==> src/rtl/dual_dac_input_reg.sv <==
module dual_dac_input_reg #(
  parameter int CODE_W = 12,
  parameter int SYNC_N = 2
) (
  input  logic              clk,
  input  logic              clr_n,
  input  logic              sclk,
  input  logic              sdi,
  input  logic              latch_a_n,
  input  logic              latch_b_n,
  output logic              sdo,
  output logic [CODE_W-1:0] code_a,
  output logic [CODE_W-1:0] code_b
);
  localparam int SR_W = 2 * CODE_W;
  localparam logic [CODE_W-1:0] MID = {1'b1, {(CODE_W-1){1'b0}}};

  logic [SYNC_N-1:0] rst_q, sclk_q, sdi_q, la_q, lb_q;
  logic              sclk_prev;
  logic [SR_W-1:0]   sr;

  wire rst_i  = rst_q[SYNC_N-1];
  wire sclk_s = sclk_q[SYNC_N-1];
  wire sdi_s  = sdi_q[SYNC_N-1];
  wire la_s   = la_q[SYNC_N-1];
  wire lb_s   = lb_q[SYNC_N-1];
  wire fall   = sclk_prev & ~sclk_s;

  always_ff @(posedge clk or negedge clr_n)
    if (!clr_n) rst_q <= '0;
    else        rst_q <= {rst_q[SYNC_N-2:0], 1'b1};

  always_ff @(posedge clk or negedge clr_n)
    if (!clr_n) begin
      sclk_q    <= '0;
      sdi_q     <= '0;
      la_q      <= '1;
      lb_q      <= '1;
      sclk_prev <= 1'b0;
    end else begin
      sclk_q    <= {sclk_q[SYNC_N-2:0], sclk};
      sdi_q     <= {sdi_q[SYNC_N-2:0], sdi};
      la_q      <= {la_q[SYNC_N-2:0], latch_a_n};
      lb_q      <= {lb_q[SYNC_N-2:0], latch_b_n};
      sclk_prev <= sclk_s;
    end

  always_ff @(posedge clk or negedge clr_n)
    if (!clr_n)              sr <= '0;
    else if (rst_i && fall)  sr <= {sr[SR_W-2:0], sdi_s};

  always_ff @(posedge clk or negedge clr_n)
    if (!clr_n) begin
      code_a <= MID;
      code_b <= MID;
    end else if (rst_i) begin
      if (!la_s) code_a <= sr[CODE_W-1:0];
      if (!lb_s) code_b <= sr[SR_W-1:CODE_W];
    end

  assign sdo = sr[SR_W-1];
endmodule


==> config.mk <==
export PLATFORM = sky130hd
export DESIGN_NAME = dual_dac_input_reg
export DESIGN_NICKNAME = d
export VERILOG_FILES = /design/src/rtl/dual_dac_input_reg.sv
export SDC_FILE = /design/constraint.sdc
export NUM_CORES = 1
export LEC_CHECK = 0
export CAP_MARGIN = 5
export CORE_MARGIN = 4
export CORE_UTILIZATION = 56
export DETAILED_ROUTE_END_ITERATION = 10
export HOLD_SLACK_MARGIN = 0.1
export PLACE_DENSITY = 0.82
export SLEW_MARGIN = 5
export SYNTH_ARGS = -nofsm -noshare
export SYNTH_HDL_FRONTEND = slang
export SYNTH_SLANG_ARGS = --single-unit
==> constraint.sdc <==
create_clock -name clk -period 4.5 [get_ports clk]
set_clock_uncertainty 0.2 [all_clocks]
set_input_delay 1.35 -clock clk [delete_from_list [all_inputs] [get_ports clk]]
set_output_delay 1.35 -clock clk [all_outputs]
set_load 0.02 [all_outputs]
==> impl_metrics.tcl <==
set metrics [dict create \
    tritoncts "yes" \
    path_delay_family "buffers and inverters" \
    crit_path_end "code_a[11]" \
    p_leak_nw 1.25 \
    die_area_um2 4780 \
    synthDistinctLibCells 9 \
    clk_pin_slew_worst_paths_ps 50 \
    min_period_over_period 0.663 \
    root_buffer "clkbuf_8" \
    dr_wl_met3_um 144 \
    yosysWarnings 0 \
    max_stage_delay_ps 600 \
    synth_seq_cells 59 \
    max_clock_freq_mhz 335 \
    wl_per_cell_um 14.3 \
    r2r_cells 2 \
    cts_htree_levels 3 \
    relSlewSlack 0.472 \
    place_ws_ps 1850 \
    wl_met1_um 1260 \
    routed_via_density 5.13 \
    grt_pass1_vias 1152 \
    syn-cell-area_um2 2090 \
    fin_area_um2 2570 \
    insertedDiodeCount 0 \
    drive_gt1_frac 0.291 \
    grt.overflow.total 0 \
    dp_hpwl_um 1950 \
    hold_viol 0 \
    cp.arrival_ps 1440 \
    grt_pass1_wl_um 5150 \
    crit_type "reg -> out" \
    place_congestion 0.702 \
    pin_count 31 \
    min_path_type "reg -> reg" \
    synth.top_cell.area_share 0.634 \
    area_delta_synth_final_pct 22.8 \
    clk_latency_ps 320 \
    yosys.area.top_type "dfrtp_1" \
    ys_seq_area_frac 0.709 \
    dpl_cell_area_um2 2420 \
    cts_buffer_depth 2 \
    end_kind "output port" \
    syn-num-nets 121 \
    dieWidth_um 69.1 \
    synth_cells 115 \
    slew_viol_final 0 \
    drc 0 \
    fp.coreArea_um2 3470 \
    tightest_slew_ps 791 \
    pwr_density_cell_nw_per_um2 468 \
    routed.top_layer "met4" \
    cp_num_buf_inv 1 \
    drt_iter0_markers 40 \
    r2r-start "lb_q[1]" \
    crit_start "code_a[11]" \
    avgSynthCellArea_um2 18.2 \
    vias 1046 \
    crit_chain "clkdlybuf4s50_1" \
    setup_ws_ps 1510 \
    fillers 230 \
    port_buffers 30 \
    crit_fanout 2 \
    start_kind "flip-flop" \
    path_depth 1 \
    register_area_um2 1480 \
    route.met2.wl_um 1460 \
    cts_resized 0 \
    multi_input_comb_area_um2 577 \
    status "completed" \
    finalSetupTns_ps 0 \
    setup_viol 0 \
    grt_usage 0.140 \
    hold_buffers 0 \
    numCtsBuffers 9 \
    drt_wl_total_um 2910 \
    final_antenna_net_count 0 \
    post_cts_buffers 0 \
    clock_sinks 59 \
    finalNetCount 159 \
    drtPass1Iterations 4 \
    post-route-min-period_ps 2990 \
    slowest_stage "clkdlybuf4s50_1" \
    reg2reg_slack_ps 2790 \
    grt_max_degree 40 \
    grt_setup_unrepaired "false" \
    initial_utilization 0.604 \
    cp.required_ps 2950 \
    cap_violations 0 \
    placement_rows 21 \
    antenna_found_initial 0 \
    peakVddDrop_mv 0.433 \
    synth_area_leaders "dfrtp_1 (63%), mux2_2 (15%), mux2_1 (11%)" \
    rr_endpoint "code_b[9]" \
    fp.dieH_um 69.1 \
]
logic make-up after synthesis:
| kind of cell | after synthesis | share of synthesized area |
|---|---|---|
| buf+inv | 4 | 0.0155 |
| flops | 59 | 0.709 |
| mux | 48 | 0.258 |
| other cells | 1 | 0.00179 |
| simple gates | 3 | 0.0155 |
worst min-delay path by stage:
stage	to	depth (start not counted)	slack, ps	start
after floorplan	rst_q[1]	0	130	rst_q[0]
after global placement	sclk_q[1]	0	130	sclk_q[0]
after detailed placement	sclk_q[1]	0	140	sclk_q[0]
after CTS	sclk_q[1]	0	150	sclk_q[0]
after global routing	la_q[1]	0	160	la_q[0]
final	sclk_q[1]	0	150	sclk_q[0]
layer usage:
layer / vias to the layer above / GRT usage
met5: - / 0
met4: 0 / 0.0716
met3: 5 / 0.0581
met2: 28 / 0.225
met1: 533 / 0.159
li1: 480 / -
placed cells by master (no fill, tap or decap), drive strengths merged:
cell	instances
dfrtp	53
mux2	48
clkdlybuf4s50	29
clkbuf	16
dfstp	6
nand2b	2
buf	2
nand3b	1
conb	1
synthesized netlist by cell type:
| library cell | count |
|---|---|
| dfrtp_1 | 53 |
| mux2_2 | 28 |
| mux2_1 | 20 |
| dfstp_2 | 6 |
| buf_2 | 2 |
| buf_6 | 2 |
| nand2b_1 | 2 |
| conb_1 | 1 |
| nand3b_4 | 1 |
power breakdown:
part | internal, W | switching, W
logic | 0.000104 | 0.0000843
clock network | 0.000201 | 0.000174
registers | 0.000602 | 0.0000372
sequential cells by signal, indices dropped and copies added (netlist names):
signal and count:
sr 24, code_a 12, code_b 12, la_q 2, lb_q 2, rst_q 2
sclk_q 2, sdi_q 2, sclk_prev 1
final cells by class:
cell class,instances,share of cell area
multi-input cells,52,0.224
well taps,46,0.0224
clock buffers,16,0.0584
flip-flops and latches,59,0.577
repair buffers,31,0.118
metrics by stage:
step                      power (W)  hold WS, ps  instances  utilization
after CTS                   0.00122          152        204        0.741
after global routing        0.00127          160        204        0.741
after global placement     0.000835          132        188        0.698
after floorplan            0.000747          131        115            -
final                       0.00120          151        204        0.741
after detailed placement   0.000843          140        188        0.698
Power figures use the tool's default switching activity.
